<file path="config.mk">
export PLATFORM = sky130hd
export DESIGN_NAME = txring_dma
export DESIGN_NICKNAME = d
export VERILOG_FILES = /design/src/rtl/txr_pkg.sv /design/src/rtl/txr_fifo.sv /design/src/rtl/txr_owned.sv /design/src/rtl/txr_fetch.sv /design/src/rtl/txring_dma.sv
export SDC_FILE = /design/constraint.sdc
export NUM_CORES = 1
export LEC_CHECK = 0
export BUFFER_PORTS_ARGS = -buffer_cell sky130_fd_sc_hd__buf_2
export CELL_PAD_IN_SITES_DETAIL_PLACEMENT = 2
export CELL_PAD_IN_SITES_GLOBAL_PLACEMENT = 2
export CORE_MARGIN = 2
export CORE_UTILIZATION = 46
export CTS_CLUSTER_SIZE = 8
export DETAILED_ROUTE_END_ITERATION = 6
export PLACE_DENSITY_LB_ADDON = 0.05
export SLEW_MARGIN = 40
export SYNTH_ARGS = -nofsm -noshare
export SYNTH_HDL_FRONTEND = slang
export SYNTH_HIERARCHICAL = 1
export SYNTH_SLANG_ARGS = --single-unit
</file>
<file path="constraint.sdc">
create_clock -name clk -period 6.8 [get_ports clk]
set_input_delay 0.34 -clock clk [delete_from_list [all_inputs] [get_ports clk]]
set_output_delay 0.34 -clock clk [all_outputs]
set_load 0.02 [all_outputs]
</file>
<file path="src/rtl/txr_pkg.sv">
package txr_pkg;

    typedef enum logic [2:0] {
        ST_IDLE,
        ST_DESC_ADR,
        ST_DESC_LEN,
        ST_DATA,
        ST_DONE
    } fetch_state_t;

    typedef struct packed {
        logic [31:0] data;
        logic [3:0]  keep;
        logic        last;
    } beat_t;

    localparam int BEAT_W = $bits(beat_t);

    function automatic logic [3:0] tail_keep(input logic [1:0] rem);
        logic [3:0] k;
        unique case (rem)
            2'd1:    k = 4'b0001;
            2'd2:    k = 4'b0011;
            2'd3:    k = 4'b0111;
            default: k = 4'b1111;
        endcase
        return k;
    endfunction

endpackage

</file>
<file path="src/rtl/txr_fifo.sv">
module txr_fifo
    import txr_pkg::*;
#(
    parameter int DEPTH = 16
) (
    input  logic                      clk,
    input  logic                      rst_n,
    input  logic                      wr_en,
    input  beat_t                     wr_beat,
    input  logic                      rd_en,
    output beat_t                     rd_beat,
    output logic                      empty,
    output logic                      full,
    output logic [$clog2(DEPTH+1)-1:0] level
);
    localparam int PTR_W = (DEPTH > 1) ? $clog2(DEPTH) : 1;
    localparam int LVL_W = $clog2(DEPTH+1);

    beat_t              store [DEPTH];
    logic [PTR_W-1:0]   wr_ptr;
    logic [PTR_W-1:0]   rd_ptr;
    logic [LVL_W-1:0]   fill;
    logic               do_wr;
    logic               do_rd;

    assign empty   = (fill == '0);
    assign full    = (fill == LVL_W'(DEPTH));
    assign level   = fill;
    assign do_wr   = wr_en && !full;
    assign do_rd   = rd_en && !empty;
    assign rd_beat = store[rd_ptr];

    function automatic logic [PTR_W-1:0] bump(input logic [PTR_W-1:0] p);
        return (p == PTR_W'(DEPTH-1)) ? '0 : p + 1'b1;
    endfunction

    always_ff @(posedge clk) begin
        if (do_wr) begin
            store[wr_ptr] <= wr_beat;
        end
    end

    always_ff @(posedge clk) begin
        if (!rst_n) begin
            wr_ptr <= '0;
            rd_ptr <= '0;
            fill   <= '0;
        end else begin
            if (do_wr) wr_ptr <= bump(wr_ptr);
            if (do_rd) rd_ptr <= bump(rd_ptr);
            unique case ({do_wr, do_rd})
                2'b10:   fill <= fill + 1'b1;
                2'b01:   fill <= fill - 1'b1;
                default: fill <= fill;
            endcase
        end
    end

endmodule

</file>
<file path="src/rtl/txr_owned.sv">
module txr_owned #(
    parameter int CNT_W = 9
) (
    input  logic             clk,
    input  logic             rst_n,
    input  logic             push_valid,
    input  logic [CNT_W-1:0] push_count,
    input  logic             buf_done,
    output logic [CNT_W-1:0] count
);
    logic [CNT_W-1:0] add_amt;
    logic [CNT_W-1:0] count_q;

    assign add_amt = push_valid ? push_count : '0;
    assign count   = count_q;

    always_ff @(posedge clk) begin
        if (!rst_n) begin
            count_q <= '0;
        end else begin
            count_q <= count_q + add_amt - CNT_W'(buf_done);
        end
    end

endmodule

</file>
<file path="src/rtl/txr_fetch.sv">
module txr_fetch
    import txr_pkg::*;
#(
    parameter int IDX_W = 8,
    parameter int LEN_W = 16
) (
    input  logic              clk,
    input  logic              rst_n,
    input  logic [31:0]       ring_base,
    input  logic [IDX_W-1:0]  ring_size,
    input  logic              owned_nz,
    input  logic              fifo_room,
    output logic              wb_cyc,
    output logic              wb_stb,
    output logic [31:0]       wb_adr,
    input  logic [31:0]       wb_dat,
    input  logic              wb_ack,
    input  logic              wb_err,
    output logic              beat_wr,
    output beat_t             beat,
    output logic              buf_done
);
    fetch_state_t      state_q, state_d;
    logic              rd_active;
    logic [31:0]       adr_q;
    logic [31:0]       buf_adr_q;
    logic [LEN_W-1:0]  rem_q;
    logic [IDX_W-1:0]  idx_q;
    logic              bus_ok;
    logic              bus_bad;
    logic              want_rd;
    logic              last_word;
    logic [IDX_W:0]    idx_next;

    assign bus_ok    = rd_active && wb_ack;
    assign bus_bad   = rd_active && wb_err && !wb_ack;
    assign last_word = (rem_q <= LEN_W'(4));
    assign idx_next  = {1'b0, idx_q} + 1'b1;

    // state register
    always_ff @(posedge clk) begin
        if (!rst_n) state_q <= ST_IDLE;
        else        state_q <= state_d;
    end

    // transitions
    always_comb begin
        state_d = state_q;
        unique case (state_q)
            ST_IDLE:     if (owned_nz) state_d = ST_DESC_ADR;
            ST_DESC_ADR: if (bus_ok) state_d = ST_DESC_LEN;
            ST_DESC_LEN: if (bus_ok) state_d = (wb_dat[LEN_W-1:0] == '0) ? ST_DONE : ST_DATA;
            ST_DATA:     if (bus_ok && last_word) state_d = ST_DONE;
            ST_DONE:     state_d = ST_IDLE;
            default:     state_d = ST_IDLE;
        endcase
    end

    // outputs
    always_comb begin
        want_rd    = 1'b0;
        beat_wr    = 1'b0;
        buf_done   = 1'b0;
        beat.data  = wb_dat;
        beat.last  = last_word;
        beat.keep  = last_word ? tail_keep(rem_q[1:0]) : 4'b1111;
        unique case (state_q)
            ST_DESC_ADR: want_rd = 1'b1;
            ST_DESC_LEN: begin
                want_rd  = 1'b1;
                buf_done = bus_ok && (wb_dat[LEN_W-1:0] == '0);
            end
            ST_DATA: begin
                want_rd  = fifo_room;
                beat_wr  = bus_ok;
                buf_done = bus_ok && last_word;
            end
            default: ;
        endcase
    end

    assign wb_cyc = rd_active;
    assign wb_stb = rd_active;
    assign wb_adr = adr_q;

    // bus request and datapath registers
    always_ff @(posedge clk) begin
        if (!rst_n) begin
            rd_active <= 1'b0;
            adr_q     <= '0;
            buf_adr_q <= '0;
            rem_q     <= '0;
            idx_q     <= '0;
        end else begin
            if (bus_ok || bus_bad) begin
                rd_active <= 1'b0;
            end else if (!rd_active && want_rd) begin
                rd_active <= 1'b1;
            end
            unique case (state_q)
                ST_IDLE: begin
                    if (owned_nz) begin
                        adr_q <= ring_base + {{(29-IDX_W){1'b0}}, idx_q, 3'b000};
                    end
                end
                ST_DESC_ADR: begin
                    if (bus_ok) begin
                        buf_adr_q <= {wb_dat[31:2], 2'b00};
                        adr_q     <= adr_q + 32'd4;
                    end
                end
                ST_DESC_LEN: begin
                    if (bus_ok) begin
                        rem_q <= wb_dat[LEN_W-1:0];
                        adr_q <= buf_adr_q;
                    end
                end
                ST_DATA: begin
                    if (bus_ok) begin
                        adr_q <= adr_q + 32'd4;
                        rem_q <= last_word ? '0 : rem_q - LEN_W'(4);
                    end
                end
                ST_DONE: begin
                    idx_q <= (idx_next >= {1'b0, ring_size}) ? '0 : idx_next[IDX_W-1:0];
                end
                default: ;
            endcase
        end
    end

endmodule

</file>
<file path="src/rtl/txring_dma.sv">
module txring_dma
    import txr_pkg::*;
#(
    parameter int IDX_W       = 8,
    parameter int LEN_W       = 16,
    parameter int FIFO_DEPTH  = 16,
    parameter int FIFO_MARGIN = 2,
    parameter int CNT_W       = IDX_W + 1
) (
    input  logic              clk,
    input  logic              rst_n,
    input  logic [31:0]       ring_base,
    input  logic [IDX_W-1:0]  ring_size,
    input  logic              push_valid,
    input  logic [CNT_W-1:0]  push_count,
    output logic [CNT_W-1:0]  owned_count,
    output logic              wb_cyc_o,
    output logic              wb_stb_o,
    output logic              wb_we_o,
    output logic [3:0]        wb_sel_o,
    output logic [31:0]       wb_adr_o,
    input  logic [31:0]       wb_dat_i,
    input  logic              wb_ack_i,
    input  logic              wb_err_i,
    output logic              st_valid,
    input  logic              st_ready,
    output logic [31:0]       st_data,
    output logic [3:0]        st_keep,
    output logic              st_last
);
    localparam int LVL_W      = $clog2(FIFO_DEPTH+1);
    localparam int ROOM_LIMIT = FIFO_DEPTH - FIFO_MARGIN;

    logic              buf_done;
    logic              beat_wr;
    beat_t             wr_beat;
    beat_t             rd_beat;
    logic              fifo_empty;
    logic              fifo_full;
    logic [LVL_W-1:0]  fifo_level;
    logic              fifo_room;

    assign fifo_room = (fifo_level <= LVL_W'(ROOM_LIMIT));
    assign wb_we_o   = 1'b0;
    assign wb_sel_o  = 4'b1111;

    txr_owned #(.CNT_W(CNT_W)) u_owned (
        .clk        (clk),
        .rst_n      (rst_n),
        .push_valid (push_valid),
        .push_count (push_count),
        .buf_done   (buf_done),
        .count      (owned_count)
    );

    txr_fetch #(.IDX_W(IDX_W), .LEN_W(LEN_W)) u_fetch (
        .clk       (clk),
        .rst_n     (rst_n),
        .ring_base (ring_base),
        .ring_size (ring_size),
        .owned_nz  (|owned_count),
        .fifo_room (fifo_room),
        .wb_cyc    (wb_cyc_o),
        .wb_stb    (wb_stb_o),
        .wb_adr    (wb_adr_o),
        .wb_dat    (wb_dat_i),
        .wb_ack    (wb_ack_i),
        .wb_err    (wb_err_i),
        .beat_wr   (beat_wr),
        .beat      (wr_beat),
        .buf_done  (buf_done)
    );

    txr_fifo #(.DEPTH(FIFO_DEPTH)) u_fifo (
        .clk     (clk),
        .rst_n   (rst_n),
        .wr_en   (beat_wr),
        .wr_beat (wr_beat),
        .rd_en   (st_ready),
        .rd_beat (rd_beat),
        .empty   (fifo_empty),
        .full    (fifo_full),
        .level   (fifo_level)
    );

    assign st_valid = !fifo_empty;
    assign st_data  = rd_beat.data;
    assign st_keep  = rd_beat.keep;
    assign st_last  = rd_beat.last;

endmodule

</file>
==> qor.log, run 1 <==
INFO  run_status     outcome=did not finish
INFO  run_status     lastStage=3_5_place_dp
INFO  run_status     firstError=[ERROR DPL-0033] detailed placement checks failed during check placement.
INFO  floorplan      dieHeight=262um
INFO  floorplan      start_util=46.5%
INFO  place          post-dp-hpwl=61.1mm
INFO  synthesis      synth.cell_area=30500squm
INFO  floorplan      num_rows=94
INFO  place          port-buffer-count=167
INFO  synthesis      synth.yosys.warnings=6
INFO  floorplan      boundaryPins=173
INFO  floorplan      fp.dieW=262um
INFO  place          gp_congestion=0.806
INFO  synthesis      syn-instance-count=1885
INFO  synthesis      post_synth.cell_area_avg=16.2squm
per-stage QoR:
step | hold WS, ps | area (sq um) | cells | setup WS [ps]
after global placement | 447 | 31900 | 2809 | 2940
after floorplan | 432 | 30600 | 1888 | 606
==> inputs of run 2 (changes only) <==
--- a/config.mk
+++ b/config.mk
@@ -6,13 +6,10 @@
 export NUM_CORES = 1
 export LEC_CHECK = 0
 export BUFFER_PORTS_ARGS = -buffer_cell sky130_fd_sc_hd__buf_2
-export CELL_PAD_IN_SITES_DETAIL_PLACEMENT = 2
-export CELL_PAD_IN_SITES_GLOBAL_PLACEMENT = 2
 export CORE_MARGIN = 2
-export CORE_UTILIZATION = 46
-export CTS_CLUSTER_SIZE = 8
+export CORE_UTILIZATION = 40
 export DETAILED_ROUTE_END_ITERATION = 6
-export PLACE_DENSITY_LB_ADDON = 0.05
+export PLACE_DENSITY_LB_ADDON = 0.15
 export SLEW_MARGIN = 40
 export SYNTH_ARGS = -nofsm -noshare
 export SYNTH_HDL_FRONTEND = slang
==> qor.log, run 2 <==
INFO  place          post-dp-hpwl=45.4mm [-26%]
INFO  finish         syn2layout_area_growth=13.4%
INFO  timing         min_period_over_period=58.4%
INFO  critical_path  critical_path_arrival=4510ps
INFO  clocking       cts_inserted_buffers=77
INFO  clocking       cts_sinks=708
INFO  clocking       cts-root-buf=sky130_fd_sc_hd__clkbuf_16
INFO  run_status     outcome=finished, final reports clean
INFO  pwr            leakage=11.3nW
INFO  floorplan      fp.dieArea=78600squm
INFO  critical_path  slack_of_the_worst_reg_to_reg_path=2830ps
INFO  floorplan      start_util=40.3% [-6.2 points]
INFO  timing         report.final.hold_viol_count=0
INFO  global_routing pin_count_of_the_biggest_net_entering_global_routing=85
INFO  route          routed_via_density=5.66
INFO  clocking       clock_latency_reported_for_the_late_side_of_the_worst_skew_pair=610ps
INFO  place          gp_congestion=0.841 [+4.4%]
INFO  floorplan      dieHeight=280um [+7.1%]
INFO  timing         unrepaired_setup_endpoints_after_global_routing=false
INFO  finish         post-route-util=45.7%
INFO  global_routing grt_use_total=19.4%
INFO  timing         timing.final.ws_setup=2830ps
INFO  finish         n_fill_cell=6619
INFO  global_routing grt_overflow=0
INFO  finish         finalNetCount=2171
INFO  timing         fmax=0.252GHz
INFO  floorplan      fp.coreArea=75800squm
INFO  floorplan      num_rows=101 [+7.4%]
INFO  clocking       cts_buffer_depth=3
INFO  synthesis      post_synth.cell_area_avg=16.2squm [unchanged]
INFO  route          route.final.wire_length=75.6mm
INFO  finish         post_route_cells_drive_above_1_share=23.6%
INFO  critical_path  cp_data_required_time=7340ps
INFO  timing         final.hold.worst_slack=47.2ps
INFO  clocking       cts_tree=yes
INFO  timing         final.setup_skew=21.8ps
INFO  job            max_cap_viols=0
INFO  pwr            power_density=281nW/um^2
INFO  timing         final-setup-viol-count=0
INFO  global_routing first_global_vias=17569
INFO  floorplan      fp.dieW=280um [+7.1%]
INFO  critical_path  setup.worst_path.class=reg -> reg
INFO  timing         max-slew-margin-rel=46.6%
INFO  route          drt_first_iter_violations=1345
INFO  synthesis      synth.cell_area=30500squm [unchanged]
INFO  hold_path      timing.hold.worst.class=in -> reg
INFO  timing         setup-tns-final=0ps
INFO  floorplan      boundaryPins=173 [unchanged]
INFO  synthesis      synth.yosys.warnings=6 [unchanged]
INFO  place          port-buffer-count=167 [unchanged]
INFO  critical_path  timing.critical_path.from_type=flop
INFO  global_routing grt_first_pass_wirelength=113mm
INFO  place          dpl_worst_slack=2860ps
INFO  finish         top_library_cells_by_usage_in_the_layout_fill_and_taps_aside=592 x sky130_fd_sc_hd__edfxtp_1, 167 x sky130_fd_sc_hd__buf_2, 138 x sky130_fd_sc_hd__mux4_2, 136 x sky130_fd_sc_hd__nand2_1, 112 x sky130_fd_sc_hd__dfxtp_1
INFO  finish         final_common_cell=sky130_fd_sc_hd__edfxtp_1
INFO  route          drt_first_pass_iters=7
INFO  route          drcViolationCount=0
INFO  clocking       cts.repair_timing.setup_buffer_count=0
INFO  route          drtAntennaViolNets=0
INFO  route          vias=17407
INFO  synthesis      syn-instance-count=1885 [unchanged]
INFO  timing         worst-slew-pin-transition=801ps
INFO  timing         period_needed=3970ps
INFO  critical_path  critical_path_peak_fanout=22
INFO  clocking       path_clk_slew=60ps
INFO  clocking       ctsHtreeMaxLevel=3
INFO  pwr            vdd_drop_max=0.141mV
INFO  timing         timing_max_transition_violations_final=0
INFO  finish         largest_reg_flops=592
INFO  finish         top_register=u_fifo/store
INFO  global_routing number_of_antenna_violations_at_the_first_check_in_global_routing=4
INFO  critical_path  critical_path_end_type=flop
INFO  route          wl_cell=24.6um
## run 2: final cells by class
class,count,area [sq um],area share [%]
sequential,708,20100,58.1
multi-input combinational,990,9470,27.4
clock buffer,97,2080,6.00
tap,978,1220,3.53
timing repair buffer,206,1210,3.48
clock inverter,40,324,0.936
inverter,52,195,0.564
antenna,3,7.51,0.0217
## run 2: final timing paths
check / start / end / cells after the start
max: u_fetch/rem_q[11] / u_owned/count[8] / 12
min: ring_base[19] / u_fetch/wb_adr[19] / 3
max reg2reg: u_fetch/rem_q[11] / u_owned/count[8] / 12
min reg2reg: u_fetch/buf_adr_q[21] / u_fetch/buf_adr_q[21] / 2
## run 2: critical path, stage by stage (launching register included)
cell	delay, ps
sky130_fd_sc_hd__dfxtp_1	340
sky130_fd_sc_hd__nor4_1	490
sky130_fd_sc_hd__and4b_1	790
sky130_fd_sc_hd__a21oi_1	190
sky130_fd_sc_hd__nor2_1	200
sky130_fd_sc_hd__ha_1	160
sky130_fd_sc_hd__inv_1	40
sky130_fd_sc_hd__ha_1	220
sky130_fd_sc_hd__fa_1	510
sky130_fd_sc_hd__a211oi_2	300
sky130_fd_sc_hd__o21ai_1	140
sky130_fd_sc_hd__a2111oi_2	360
sky130_fd_sc_hd__o21bai_1	150
## run 2: layer usage
| metal | wire [um] | GRT usage (%) |
|---|---|---|
| met3 | 4480 | 3.32 |
| met5 | 38 | 0 |
| met4 | 1360 | 5.17 |
| met2 | 36400 | 31.8 |
| met1 | 33300 | 26.8 |
## run 2: what timing repair did
| action | in CTS | in global routing |
|---|---|---|
| endpoints found under the setup margin | 0 | 0 |
| resized for setup | 0 | 0 |
| hold buffers | 3 | 0 |
| endpoints found under the hold margin | 3 | 0 |
## run 2: power breakdown
group	internal [W]	switching, W
Sequential	0.00476	0.000108
Combinational	0.000314	0.000569
Clock	0.00232	0.00167
Total	0.00739	0.00234
## run 2: metrics by stage
stage / cell area (sq um) / cells / power (W)
4_1_cts: 34600 / 3071 / 0.00985
2_1_floorplan: 30600 / 1888 / 0.00555
3_3_place_gp: 32100 / 2928 / 0.00582
6_report: 34600 / 3074 / 0.00974
5_1_grt: 34600 / 3071 / 0.0101
3_5_place_dp: 32200 / 2931 / 0.00584
Power figures use the tool's default switching activity.
==> inputs of run 3 (changes only) <==
==> constraint.sdc (replaced) <==
create_clock -name clk -period 4 [get_ports clk]
set_input_delay 0.2 -clock clk [delete_from_list [all_inputs] [get_ports clk]]
set_output_delay 0.2 -clock clk [all_outputs]
set_load 0.02 [all_outputs]
==> qor.log, run 3 (synthesis gave the netlist of run 2 again) <==
INFO  pwr            power_density=469nW/um^2 [+67%]
INFO  floorplan      start_util=40.3% [unchanged]
INFO  hold_path      worstHoldStart=wb_dat_i[4]
INFO  finish         finalNetCount=2228 [+2.6%]
INFO  pwr            netSwitchingFraction=24.3% [+0.19 points]
INFO  timing         unrepaired_setup_endpoints_after_global_routing=false
INFO  critical_path  cpMaxStageDelayCell=sky130_fd_sc_hd__fa_1
INFO  timing         min_period_over_period=89.9% [+32 points]
INFO  global_routing grt_first_pass_wirelength=115mm [+2.4%]
INFO  finish         post_route_cells_drive_above_1_share=23.9% [+0.39 points]
INFO  finish         n_fill_cell=6584 [-0.53%]
INFO  critical_path  critical_path_arrival=4130ps [-380 ps]
INFO  finish         ff_latch_area=20100squm [about the same]
INFO  route          drt_first_iter_violations=1283 [-4.6%]
INFO  critical_path  setup.worst_path.class=reg -> reg
INFO  finish         final_common_cell=sky130_fd_sc_hd__edfxtp_1
INFO  global_routing grt_use_total=19.8% [+0.44 points]
INFO  pwr            leakage=11.6nW [+2.8%]
INFO  finish         footprint_of_the_multi_input_gates=9510squm [+0.41%]
INFO  critical_path  r2r_cells=14 [+2]
INFO  finish         largest_reg_flops=592 [unchanged]
INFO  pwr            power_report.internal_total=0.0126W [+70%]
INFO  pwr            clock_power_share=40.8% [about the same]
INFO  floorplan      fp.coreArea=75800squm [unchanged]
INFO  floorplan      num_rows=101 [unchanged]
INFO  timing         period_needed=3600ps [-373 ps]
INFO  timing         setup-tns-final=0ps [unchanged]
INFO  floorplan      fp.dieArea=78600squm [unchanged]
INFO  timing         worst-slew-pin-transition=730ps [-70.3 ps]
INFO  pwr            vdd_drop_max=0.298mV [+110%]
INFO  critical_path  timing.critical_path.from_type=flop
INFO  finish         top_library_cells_by_usage_in_the_layout_fill_and_taps_aside=592 x sky130_fd_sc_hd__edfxtp_1, 167 x sky130_fd_sc_hd__buf_2, 138 x sky130_fd_sc_hd__mux4_2, 136 x sky130_fd_sc_hd__nand2_1, 112 x sky130_fd_sc_hd__dfxtp_1
INFO  critical_path  cp_data_required_time=4530ps [-2810 ps]
INFO  route          route.final.wire_length=77.5mm [+2.5%]
INFO  critical_path  largest_stage_delay_on_the_critical_path=510ps [-280 ps]
INFO  critical_path  timing.rr.end=u_owned/count[8]
INFO  timing         max-slew-margin-rel=51.1% [+4.5 points]
INFO  floorplan      dieHeight=280um [unchanged]
INFO  pwr            pwr-share-seq=49.8% [-0.2 points]
INFO  finish         syn2layout_area_growth=16.0%
INFO  hold_path      min_to=u_fetch/buf_adr_q[4]
INFO  critical_path  critical_path_end_type=flop
INFO  critical_path  worstPathCellList=inv_1 -> ha_1 -> a21oi_1 -> and4b_1 -> a21oi_1 -> nor2_1 -> ha_1 -> inv_1 -> ha_1 -> fa_1 -> a211oi_2 -> o21ai_1 -> a2111oi_2 -> o21bai_1
INFO  clocking       ctsHtreeMaxLevel=3 [unchanged]
INFO  clocking       cts_sinks=708 [unchanged]
INFO  pwr            power.net_switching=0.00403W [+72%]
INFO  critical_path  slack_of_the_worst_reg_to_reg_path=400ps [-2430 ps]
INFO  critical_path  critical_path_peak_fanout=6 [-73%]
INFO  clocking       cts_tree=yes
INFO  floorplan      fp.dieW=280um [unchanged]
INFO  route          drt_first_pass_iters=5 [-2]
INFO  job            max_cap_viols=0 [unchanged]
INFO  route          drtAntennaViolNets=0 [unchanged]
INFO  critical_path  regToRegStartpoint=u_fetch/rem_q[2]
INFO  timing         report.final.hold_viol_count=0 [unchanged]
INFO  route          routed_via_density=5.64 [-0.36%]
INFO  pwr            relative_contribution_of_combinational_cells_to_total_power=9.4% [+0.3 points]
INFO  clocking       clock_latency_reported_for_the_late_side_of_the_worst_skew_pair=610ps [about the same]
INFO  global_routing first_global_vias=18139 [+3.2%]
INFO  timing         fmax=0.278GHz [+10%]
INFO  global_routing number_of_antenna_violations_at_the_first_check_in_global_routing=4 [unchanged]
INFO  clocking       cts_inserted_buffers=77 [unchanged]
INFO  timing         final-setup-viol-count=0 [unchanged]
INFO  global_routing grt_overflow=0 [unchanged]
INFO  global_routing pin_count_of_the_biggest_net_entering_global_routing=60 [-29%]
INFO  critical_path  critical_path.most_common_cell=sky130_fd_sc_hd__ha_1
INFO  route          wl_cell=24.7um [+0.53%]
INFO  clocking       cts.repair_timing.setup_buffer_count=0 [unchanged]
INFO  place          gp_congestion=0.861 [+2.4%]
INFO  timing         timing.final.ws_setup=405ps [-2430 ps]
INFO  clocking       cts-root-buf=sky130_fd_sc_hd__clkbuf_16
INFO  run_status     outcome=finished, final reports clean
INFO  route          drcViolationCount=0 [unchanged]
INFO  route          vias=17688 [+1.6%]
INFO  hold_path      hold_path_depth=3 [unchanged]
INFO  floorplan      boundaryPins=173 [unchanged]
INFO  clocking       path_clk_slew=60ps [about the same]
INFO  hold_path      timing.hold.worst.class=in -> reg
INFO  finish         top_register=u_fifo/store
INFO  place          dpl_worst_slack=335ps [-2530 ps]
INFO  timing         timing_max_transition_violations_final=0 [unchanged]
INFO  clocking       cts_buffer_depth=3 [unchanged]
INFO  timing         final.setup_skew=15.4ps [-6.41 ps]
INFO  place          port-buffer-count=167 [unchanged]
INFO  place          post-dp-hpwl=47.2mm [+3.8%]
==> run 3: cell count changes in the layout (fill, tap and decap cells not counted), moves of 2 or more <==
cell | before | now
sky130_fd_sc_hd__nor2_2 | 3 | 1
sky130_fd_sc_hd__nor4b_4 | 0 | 4
sky130_fd_sc_hd__clkinv_4 | 1 | 4
sky130_fd_sc_hd__clkbuf_1 | 16 | 19
sky130_fd_sc_hd__dlygate4sd3_1 | 3 | 38
sky130_fd_sc_hd__buf_12 | 4 | 25
sky130_fd_sc_hd__buf_4 | 31 | 33
sky130_fd_sc_hd__nor4b_2 | 4 | 0
==> run 3: how the worst max path moves through the flow <==
stage	from	to	slack, ps	cells after the start
detailed placement	wb_dat_i[10]	u_owned/count[8]	340	14
global route	u_fetch/rem_q[2]	u_owned/count[8]	110	14
global placement	wb_dat_i[4]	u_owned/count[8]	350	14
finish	u_fetch/rem_q[2]	u_owned/count[8]	400	14
CTS	u_fetch/rem_q[2]	u_owned/count[8]	370	14
floorplan	u_fetch/wb_cyc	u_fifo/store[0][0]	-320	8
==> run 3: timing repair <==
item	4_1_cts	5_1_grt
resized for setup	0	0
endpoints found under the hold margin	135	0
hold buffers	38	0
==> run 3: metrics by stage <==
step	total power (W)	util [%]	cells	hold WS (ps)	area (sq um)
after detailed placement	0.00996	43.0	2953	412	32600
after floorplan	0.00943	-	1888	336	30600
after global routing	0.0173	46.7	3133	26.0	35400
after global placement	0.00994	43.0	2952	409	32600
final	0.0166	46.7	3135	40.5	35400
after CTS	0.0168	46.7	3133	2.26	35400
==> run 3: power by group through the flow <==
stage | Combinational (W) | Sequential, W | Clock, W
global placement | 0.00150 | 0.00843 | 0
CTS | 0.00156 | 0.00828 | 0.00696
global route | 0.00173 | 0.00830 | 0.00726
finish | 0.00156 | 0.00828 | 0.00678
detailed placement | 0.00152 | 0.00843 | 0
floorplan | 0.000935 | 0.00850 | 0
==> run 3: routing by layer <==
metal / share of wire, % / global-route usage (%)
met5: 0 / 0
met4: 2.6 / 6.51
met3: 5.0 / 3.27
met2: 48 / 32.6
met1: 44 / 27.0
==> run 3: cell type report <==
| cell class | instances | area share [%] |
|---|---|---|
| tap | 978 | 3.45 |
| multi-input combinational | 990 | 26.9 |
| sequential | 708 | 56.8 |
| timing repair buffer | 263 | 5.54 |
| clock buffer | 100 | 5.92 |
| antenna | 2 | 0.0141 |
| inverter | 52 | 0.551 |
| clock inverter | 42 | 0.890 |
==> run 3: worst max-delay path: cells and delay by family (launching register included) <==
family                   cells  cell delay, ps
flip-flops                   1             390
buffers and inverters        2             120
AO/OA/AOI/OAI                6            1330
AND/OR/NAND/NOR              2             380
adder cells (fa/ha/maj)      4            1300
